===== src/rtl/twm_status_pkg.sv =====
package twm_status_pkg;
  localparam int STAT_W   = 8;
  localparam int BSTATE_W = 2;
  localparam int CMD_W    = 2;
  localparam int NFLAG    = 4;

  localparam int POS_RIF  = 7;
  localparam int POS_WIF  = 6;
  localparam int POS_HOLD = 5;
  localparam int POS_ACK  = 4;
  localparam int POS_ARB  = 3;
  localparam int POS_BERR = 2;

  localparam int IX_RIF  = 0;
  localparam int IX_WIF  = 1;
  localparam int IX_ARB  = 2;
  localparam int IX_BERR = 3;

  typedef enum logic [1:0] {
    ARB_DATA_HIGH = 2'd0,
    ARB_NACK_BIT  = 2'd1,
    ARB_START     = 2'd2,
    ARB_OTHER     = 2'd3
  } arb_kind_t;

  function automatic logic arb_counts(input logic [1:0] kind);
    return kind != ARB_OTHER;
  endfunction

  function automatic logic [STAT_W-1:0] pack_status(
    input logic r, input logic w, input logic a, input logic arb,
    input logic be, input logic [BSTATE_W-1:0] bs);
    logic [STAT_W-1:0] s;
    s = '0;
    s[POS_RIF]  = r;
    s[POS_WIF]  = w;
    s[POS_HOLD] = r | w;
    s[POS_ACK]  = a;
    s[POS_ARB]  = arb;
    s[POS_BERR] = be;
    s[BSTATE_W-1:0] = bs;
    return s;
  endfunction
endpackage


===== src/rtl/twm_event_decode.sv =====
module twm_event_decode
  import twm_status_pkg::*;
(
  input  logic              clk,
  input  logic              rst_n,
  input  logic              ev_rx_byte,
  input  logic              rx_byte_faulted,
  input  logic              ev_tx_byte,
  input  logic              ev_arb_lost,
  input  logic [1:0]        arb_kind,
  input  logic              ev_bus_err,
  input  logic              ev_start_unknown,
  input  logic              st_wr,
  input  logic [STAT_W-1:0] st_wdata,
  input  logic              addr_wr,
  input  logic              data_wr,
  input  logic              data_rd,
  input  logic              cmd_wr,
  input  logic [CMD_W-1:0]  cmd_code,
  output logic [NFLAG-1:0]  set_vec,
  output logic [NFLAG-1:0]  clr_vec,
  output logic              side_clr
);
  logic nack_arb;
  logic cmd_valid;
  logic [NFLAG-1:0] w1c;

  always_comb begin
    nack_arb  = ev_arb_lost && (arb_kind == ARB_NACK_BIT);
    cmd_valid = cmd_wr && (cmd_code != '0);
    side_clr  = addr_wr | data_wr | data_rd | cmd_valid;

    set_vec[IX_RIF]  = ev_rx_byte && !rx_byte_faulted;
    set_vec[IX_WIF]  = ev_tx_byte | nack_arb | ev_start_unknown;
    set_vec[IX_ARB]  = ev_arb_lost && arb_counts(arb_kind);
    set_vec[IX_BERR] = ev_bus_err;

    w1c[IX_RIF]  = st_wr && st_wdata[POS_RIF];
    w1c[IX_WIF]  = st_wr && st_wdata[POS_WIF];
    w1c[IX_ARB]  = st_wr && st_wdata[POS_ARB];
    w1c[IX_BERR] = st_wr && st_wdata[POS_BERR];

    clr_vec[IX_RIF]  = w1c[IX_RIF]  | side_clr;
    clr_vec[IX_WIF]  = w1c[IX_WIF]  | side_clr;
    clr_vec[IX_ARB]  = w1c[IX_ARB]  | addr_wr;
    clr_vec[IX_BERR] = w1c[IX_BERR] | addr_wr;
  end

  // a faulted received byte never requests the receive flag
  p_rx_fault_r1: assert property (@(posedge clk) disable iff (!rst_n)
    (ev_rx_byte && rx_byte_faulted) |-> !set_vec[IX_RIF]);
  // arbitration code 3 never requests the arbitration flag
  p_arb_other_r7: assert property (@(posedge clk) disable iff (!rst_n)
    (arb_kind == ARB_OTHER) |-> !set_vec[IX_ARB]);
  // a zero command code is not a side clear
  p_cmd_zero_r4: assert property (@(posedge clk) disable iff (!rst_n)
    (cmd_wr && cmd_code == '0 && !addr_wr && !data_wr && !data_rd) |-> !side_clr);
endmodule


===== src/rtl/twm_flag_cell.sv =====
module twm_flag_cell (
  input  logic clk,
  input  logic rst_n,
  input  logic set_i,
  input  logic clr_i,
  output logic q
);
  always_ff @(posedge clk) begin
    if (!rst_n)     q <= 1'b0;
    else if (set_i) q <= 1'b1;
    else if (clr_i) q <= 1'b0;
  end

  p_set_wins_r11: assert property (@(posedge clk) disable iff (!rst_n)
    set_i |=> q);
  p_clear_r3: assert property (@(posedge clk) disable iff (!rst_n)
    (clr_i && !set_i) |=> !q);
  p_hold_idle_r3: assert property (@(posedge clk) disable iff (!rst_n)
    (!clr_i && !set_i) |=> $stable(q));
endmodule


===== src/rtl/twm_ack_capture.sv =====
module twm_ack_capture (
  input  logic clk,
  input  logic rst_n,
  input  logic rx_ack_valid,
  input  logic rx_ack_bit,
  output logic ack_q
);
  always_ff @(posedge clk) begin
    if (!rst_n)            ack_q <= 1'b0;
    else if (rx_ack_valid) ack_q <= rx_ack_bit;
  end

  p_ack_hold_r6: assert property (@(posedge clk) disable iff (!rst_n)
    !rx_ack_valid |=> $stable(ack_q));
  p_ack_load_r6: assert property (@(posedge clk) disable iff (!rst_n)
    rx_ack_valid |=> (ack_q == $past(rx_ack_bit)));
endmodule


===== src/rtl/twm_status_ctrl.sv =====
module twm_status_ctrl
  import twm_status_pkg::*;
(
  input  logic              clk,
  input  logic              rst_n,
  input  logic              ev_rx_byte,
  input  logic              rx_byte_faulted,
  input  logic              ev_tx_byte,
  input  logic              ev_arb_lost,
  input  logic [1:0]        arb_kind,
  input  logic              ev_bus_err,
  input  logic              ev_start_unknown,
  input  logic              rx_ack_valid,
  input  logic              rx_ack_bit,
  input  logic              st_wr,
  input  logic [STAT_W-1:0] st_wdata,
  input  logic              addr_wr,
  input  logic              data_wr,
  input  logic              data_rd,
  input  logic              cmd_wr,
  input  logic [CMD_W-1:0]  cmd_code,
  input  logic [BSTATE_W-1:0] bus_state,
  input  logic              rif_en,
  input  logic              wif_en,
  output logic [STAT_W-1:0] status,
  output logic              rif,
  output logic              wif,
  output logic              clkhold,
  output logic              rxack,
  output logic              arblost,
  output logic              buserr,
  output logic              irq,
  output logic              scl_hold
);
  logic [NFLAG-1:0] set_vec;
  logic [NFLAG-1:0] clr_vec;
  logic [NFLAG-1:0] flag_q;
  logic             side_clr;

  twm_event_decode u_dec (
    .clk(clk), .rst_n(rst_n),
    .ev_rx_byte(ev_rx_byte), .rx_byte_faulted(rx_byte_faulted),
    .ev_tx_byte(ev_tx_byte), .ev_arb_lost(ev_arb_lost), .arb_kind(arb_kind),
    .ev_bus_err(ev_bus_err), .ev_start_unknown(ev_start_unknown),
    .st_wr(st_wr), .st_wdata(st_wdata), .addr_wr(addr_wr),
    .data_wr(data_wr), .data_rd(data_rd), .cmd_wr(cmd_wr), .cmd_code(cmd_code),
    .set_vec(set_vec), .clr_vec(clr_vec), .side_clr(side_clr)
  );

  for (genvar g = 0; g < NFLAG; g++) begin : g_flag
    twm_flag_cell u_cell (
      .clk(clk), .rst_n(rst_n),
      .set_i(set_vec[g]), .clr_i(clr_vec[g]), .q(flag_q[g])
    );
  end

  twm_ack_capture u_ack (
    .clk(clk), .rst_n(rst_n),
    .rx_ack_valid(rx_ack_valid), .rx_ack_bit(rx_ack_bit), .ack_q(rxack)
  );

  always_comb begin
    rif      = flag_q[IX_RIF];
    wif      = flag_q[IX_WIF];
    arblost  = flag_q[IX_ARB];
    buserr   = flag_q[IX_BERR];
    clkhold  = rif | wif;
    scl_hold = clkhold;
    irq      = (rif & rif_en) | (wif & wif_en);
    status   = pack_status(rif, wif, rxack, arblost, buserr, bus_state);
  end

  p_rif_set_r1: assert property (@(posedge clk) disable iff (!rst_n)
    (ev_rx_byte && !rx_byte_faulted) |=> rif);
  p_wif_tx_r2: assert property (@(posedge clk) disable iff (!rst_n)
    (ev_tx_byte || ev_start_unknown) |=> wif);
  p_side_clr_r4: assert property (@(posedge clk) disable iff (!rst_n)
    (side_clr && !set_vec[IX_WIF]) |=> !wif);
  p_hold_keep_r5: assert property (@(posedge clk) disable iff (!rst_n)
    (scl_hold && !side_clr && !st_wr) |=> scl_hold);
  p_arb_addr_r7: assert property (@(posedge clk) disable iff (!rst_n)
    (addr_wr && !ev_arb_lost) |=> !arblost);
  p_berr_set_r8: assert property (@(posedge clk) disable iff (!rst_n)
    ev_bus_err |=> buserr);
  p_set_wins_r11: assert property (@(posedge clk) disable iff (!rst_n)
    (ev_rx_byte && !rx_byte_faulted && side_clr) |=> rif);
endmodule


===== config.mk =====
export PLATFORM = sky130hd
export DESIGN_NAME = twm_status_ctrl
export DESIGN_NICKNAME = d
export VERILOG_FILES = /design/src/rtl/twm_status_pkg.sv /design/src/rtl/twm_event_decode.sv /design/src/rtl/twm_flag_cell.sv /design/src/rtl/twm_ack_capture.sv /design/src/rtl/twm_status_ctrl.sv
export SDC_FILE = /design/constraint.sdc
export NUM_CORES = 1
export LEC_CHECK = 0
export BUFFER_PORTS_ARGS = -buffer_cell sky130_fd_sc_hd__buf_2
export CORE_AREA = 2 2 39 41
export DETAILED_ROUTE_END_ITERATION = 6
export DIE_AREA = 0 0 41 43
export PLACE_DENSITY = 0.72
export SLEW_MARGIN = 0
export SYNTH_ARGS = -nofsm -noshare
export SYNTH_HDL_FRONTEND = slang
export SYNTH_HIERARCHICAL = 1
export SYNTH_SLANG_ARGS = --single-unit

===== constraint.sdc =====
create_clock -name clk -period 0.98 [get_ports clk]
set_input_delay 0.049 -clock clk [delete_from_list [all_inputs] [get_ports clk]]
set_output_delay 0.049 -clock clk [all_outputs]
set_load 0.03 [all_outputs]

---- Word-level counts from Yosys, hierarchy flattened ----
Cells that the tools add are included.
word-level totals
  register bits ........................... 5
  logic and storage cells ................. 42
  output and inout bits ................... 16
  bits of input ports ..................... 31
operators by class
  reductions and logical operators ........ 14
  bitwise logic cells ..................... 13
  muxes and demuxes ....................... 8
  eq/ne operators ......................... 2
operators by type and width
  operator            number
  $or 1x1->1          11
  $reduce_bool 2->1   5
  $logic_and 1x1->1   8
  $mux 1              8
  $and 1x1->1         2
  $eq 2x1->1 const B  1
  $ne 2x2->1 const B  1
  $logic_not 1->1     1

---- Logic depth before layout (Yosys ltp) ----
  depth in word-level cells ............... 6
  depth in mapped cells ................... 4
  depth with buffers taken out ............ 4

---- Hierarchy ----
Netlist, hierarchy kept.
modules (own cells, without submodules)
  module            area each (um2)  instances  sequential area each (um2)  cells each
  twm_flag_cell     41.3             4          20.0                        3
  twm_event_decode  87.6             1          0.0                         15
  twm_status_ctrl   82.6             1          0.0                         11
  twm_ack_capture   36.3             1          20.0                        3

---- Least setup slack after synthesis ----
Ideal clock, no wire load.
  path type ............................... register to output
  start point ............................. register g_flag[0].u_cell.q
  end point ............................... output scl_hold
  path slack .............................. -178 ps
  data arrival time ....................... 1109 ps
  required time ........................... 931 ps
  path buffers ............................ 1
  stages on the path, launching flop included .. 3
  cell sequence ........................... dfxtp_1 > or2_1 > buf_4
between the ends
  word-level cells in the longest chain between the ends .. 1
RTL lines
  what                    RTL line               source
  from (decl)             twm_flag_cell.sv:6     output logic q
  from (signal assigned)  twm_flag_cell.sv:9     if (!rst_n) q <= 1'b0;
  from (signal assigned)  twm_flag_cell.sv:10    else if (set_i) q <= 1'b1;
  from (signal assigned)  twm_flag_cell.sv:11    else if (clr_i) q <= 1'b0;
  $or 1x1->1              twm_status_ctrl.sv:67  clkhold = rif | wif;
  to (decl)               twm_status_ctrl.sv:33  output logic scl_hold
Every way passes these cells.

---- Worst setup path in the final report ----
  start point ............................. register g_flag[1].u_cell.q
  end point ............................... output clkhold
between the ends
  word-level cells in the longest chain between the ends .. 1
RTL lines
  what                    RTL line               source
  from (decl)             twm_flag_cell.sv:6
  from (signal assigned)  twm_flag_cell.sv:9
  from (signal assigned)  twm_flag_cell.sv:10
  from (signal assigned)  twm_flag_cell.sv:11
  $or 1x1->1              twm_status_ctrl.sv:67
  to (decl)               twm_status_ctrl.sv:28  output logic clkhold,
Every way passes these cells.

==> results by group <==
Outcome
  – Run status: complete, but fails checks
  – Violations in the final reports: negative setup slack

Route
  – Remaining routing DRC violations: 0
  – Vias per inst: 4.124
  – Post-detailed-route count of antenna-violating nets: 0
  – Vias post-DR: 367
  – Number of DRC violations after detailed-routing iteration 0: 1
  – Average wire per standard cell: 8.315 um
  – First-pass iteration count of the detailed router: 2
  – Overall routed net length: 740 um

Flow run
  – Max-capacitance violation count: 0

Clock network
  – Cell chosen for the clock root: sky130_fd_sc_hd__clkbuf_4
  – Max H-tree Level: 1
  – CTS tree: done
  – Post-CTS Hold Buffers: 0
  – Sink count of the clock tree: 5
  – CTS buffer count: 3
  – Buffer depth of the longest clock path: 2
  – Clock latency on the worst-skew pair: 0.24 ns
  – Clk pin slew, worst setup/hold paths: 0.05 ns

Global routing
  – Wire length of the first global-routing pass: 1.186 mm
  – Pin count of the biggest net entering global routing: 6
  – Initial antenna violation count: 0
  – Global route total overflow: 0
  – Global routing usage summed across all routing layers: 10.13%
  – Number of global-route vias before repair: 338

Power
  – Total power draw: 0.7086 mW
  – Switching share of power: 31.37%
  – Logic pwr share: 34.9%
  – Power density cells: 1250 mW/mm2
  – Sw power: 0.2223 mW
  – IR drop worst, VDD: 0.5150 mV
  – Share of power burned in registers: 31.9%
  – Internal power contribution: 0.4863 mW
  – Clock group share of total power: 33.2%
  – Leakage: 0.2981 nW

Hold path
  – Hold path startpoint: ev_bus_err
  – Class of the tightest hold or removal check: in -> reg
  – Worst Hold Endpoint: g_flag[3].u_cell/q$_SDFFE_PN0P_
  – Instance count along the most critical hold path: 2

Finish
  – Final core utilization: 40.96%
  – # diodes: 0
  – Share of layout cells above drive strength 1: 71.23%
  – Syn-to-layout area delta: 54.08%
  – Final Non-Filler Cells: 89
  – Number of nets at the end of the flow: 105

Critical path
  – Category of the critical setup timing path: reg -> out
  – Biggest fanout along the worst timing path: 3
  – Reg-to-reg setup timing slack: 0.16 ns
  – Type of element capturing the critical path: output port
  – Depth of the worst register-to-register path: 3
  – Crit path launch type: flip-flop
  – Count of buffering cells on the critical path with inverters included: 1
  – Slowest cell on the critical path: sky130_fd_sc_hd__dfxtp_2
  – Delay contributed by the slowest stage of the critical path: 0.32 ns
  – Family of cells with the greatest summed delay on the critical path: flip-flops
  – Reg-to-Reg End: g_flag[1].u_cell/q$_SDFFE_PN0P_
  – Critical path arrival: 0.96 ns
  – Startpoint of the worst-slack reg-to-reg timing path: g_flag[1].u_cell/q$_SDFFE_PN0P_
  – Data required, critical path: 0.93 ns
  – CP cell instances: or2_4, buf_6

Place
  – Global placer's final weighted congestion: 0.6912
  – Placed cell count: 84
  – Number of buffers inserted by port buffering: 38
  – DPL Wire Length: 657.1 um

Timing
  – Min cycle time layout: 1.010 ns
  – Pin slew with the least headroom to its limit: 0.1857 ns
  – Total of endpoints with negative setup slack in the final report: 3
  – Clock tree skew after final layout: 0 ns
  – Peak clock frequency supported by timing: 990.6 MHz
  – Fin crit share: 103.0%
  – Final count of hold timing violations: 0
  – Setup repair after global routing missed its margin: yes
  – Count of pins over their slew limit: 0
  – Fin worst setup slack: -0.02951 ns
  – Worst-case headroom to the max-slew limit: 87.55%

Logic synthesis
  – Number of warnings issued by yosys: 6
  – Synth Net Count: 71
  – Synth Area per Inst: 9.196 um2
  – Synthesized cell area: 367.9 um2
  – Cell count after synthesis: 40

Floorplanning
  – Row Count: 14
  – Initial core utilization: 26.58%
  – Core outline area: 0.001384 mm2
  – Height of the die: 43 um
  – I/O pin count: 47
  – Die outline area: 0.001763 mm2
  – Die span in x: 41 um
-- metrics by stage --
step / hold WS (ns) / worst slack, ns / cell area (um2) / TNS (ns)
after floorplan: 0.1664 / 0.06780 / 372.9 / 0
after global placement: 0.09822 / 0.1980 / 508.0 / 0
after detailed placement: 0.09822 / 0.1858 / 508.0 / 0
after CTS: 0.01642 / -0.04382 / 566.8 / -0.1343
after global routing: 0.01928 / -0.07055 / 566.8 / -0.2417
final: 0.02500 / -0.02951 / 566.8 / -0.08686
-- cell type report --
type	count	area, um2
fillers	148	817.0
flip-flops and latches	5	102.6
clock buffers	4	26.28
well taps	16	20.02
repair buffers	39	222.7
multi-input cells	25	195.2
-- what timing repair did --
item,4_1_cts,5_1_grt
setup endpoints to repair,4,4
buffers inserted,1,0
resized for setup,8,0
pin swaps,2,0
-- power by group through the flow --
stage / sequential (mW) / clock [mW] / combinational [mW]
2_1_floorplan: 0.256 / 0 / 0.153
3_3_place_gp: 0.231 / 0 / 0.223
3_5_place_dp: 0.232 / 0 / 0.225
4_1_cts: 0.227 / 0.249 / 0.250
5_1_grt: 0.228 / 0.263 / 0.270
6_report: 0.226 / 0.235 / 0.247
-- worst max-delay path by stage --
stage	slack, ns	startpoint	cells after the start	endpoint
after floorplan	0.07	g_flag[0].u_cell/q$_SDFFE_PN0P_	2	scl_hold
after global placement	0.20	g_flag[0].u_cell/q$_SDFFE_PN0P_	2	scl_hold
after detailed placement	0.19	addr_wr	5	g_flag[0].u_cell/q$_SDFFE_PN0P_
after CTS	-0.04	g_flag[1].u_cell/q$_SDFFE_PN0P_	2	status[5]
after global routing	-0.07	g_flag[1].u_cell/q$_SDFFE_PN0P_	2	clkhold
final	-0.03	g_flag[1].u_cell/q$_SDFFE_PN0P_	2	clkhold
-- state kept, by name (all words and copies together), names as in the netlist --
name / cells
g_flag.u_cell/q: 4
u_ack/ack_q: 1
-- routing by layer --
metal / global-route usage (%) / wire length [um] / up-vias
met4: 8.000 / 0 / 0
li1: - / - / 191
met5: 0 / 0 / -
met1: 9.936 / 269 / 152
met3: 3.141 / 103 / 0
met2: 16.25 / 367 / 24
-- cell usage in the layout, fill, tap and decap left out, drive strengths merged --
| cell type | count |
|---|---|
| buf | 39 |
| nor2b | 6 |
| dfxtp | 5 |
| o21a | 4 |
| clkbuf | 4 |
| nand2 | 3 |
| nand3 | 2 |
| a21o | 2 |
| o21ai | 2 |
| a22o | 1 |
| or2 | 1 |
| mux2i | 1 |
| nor2 | 1 |
| a21boi | 1 |
| nor3 | 1 |
No activity file was read; power rests on OpenSTA's default activity.
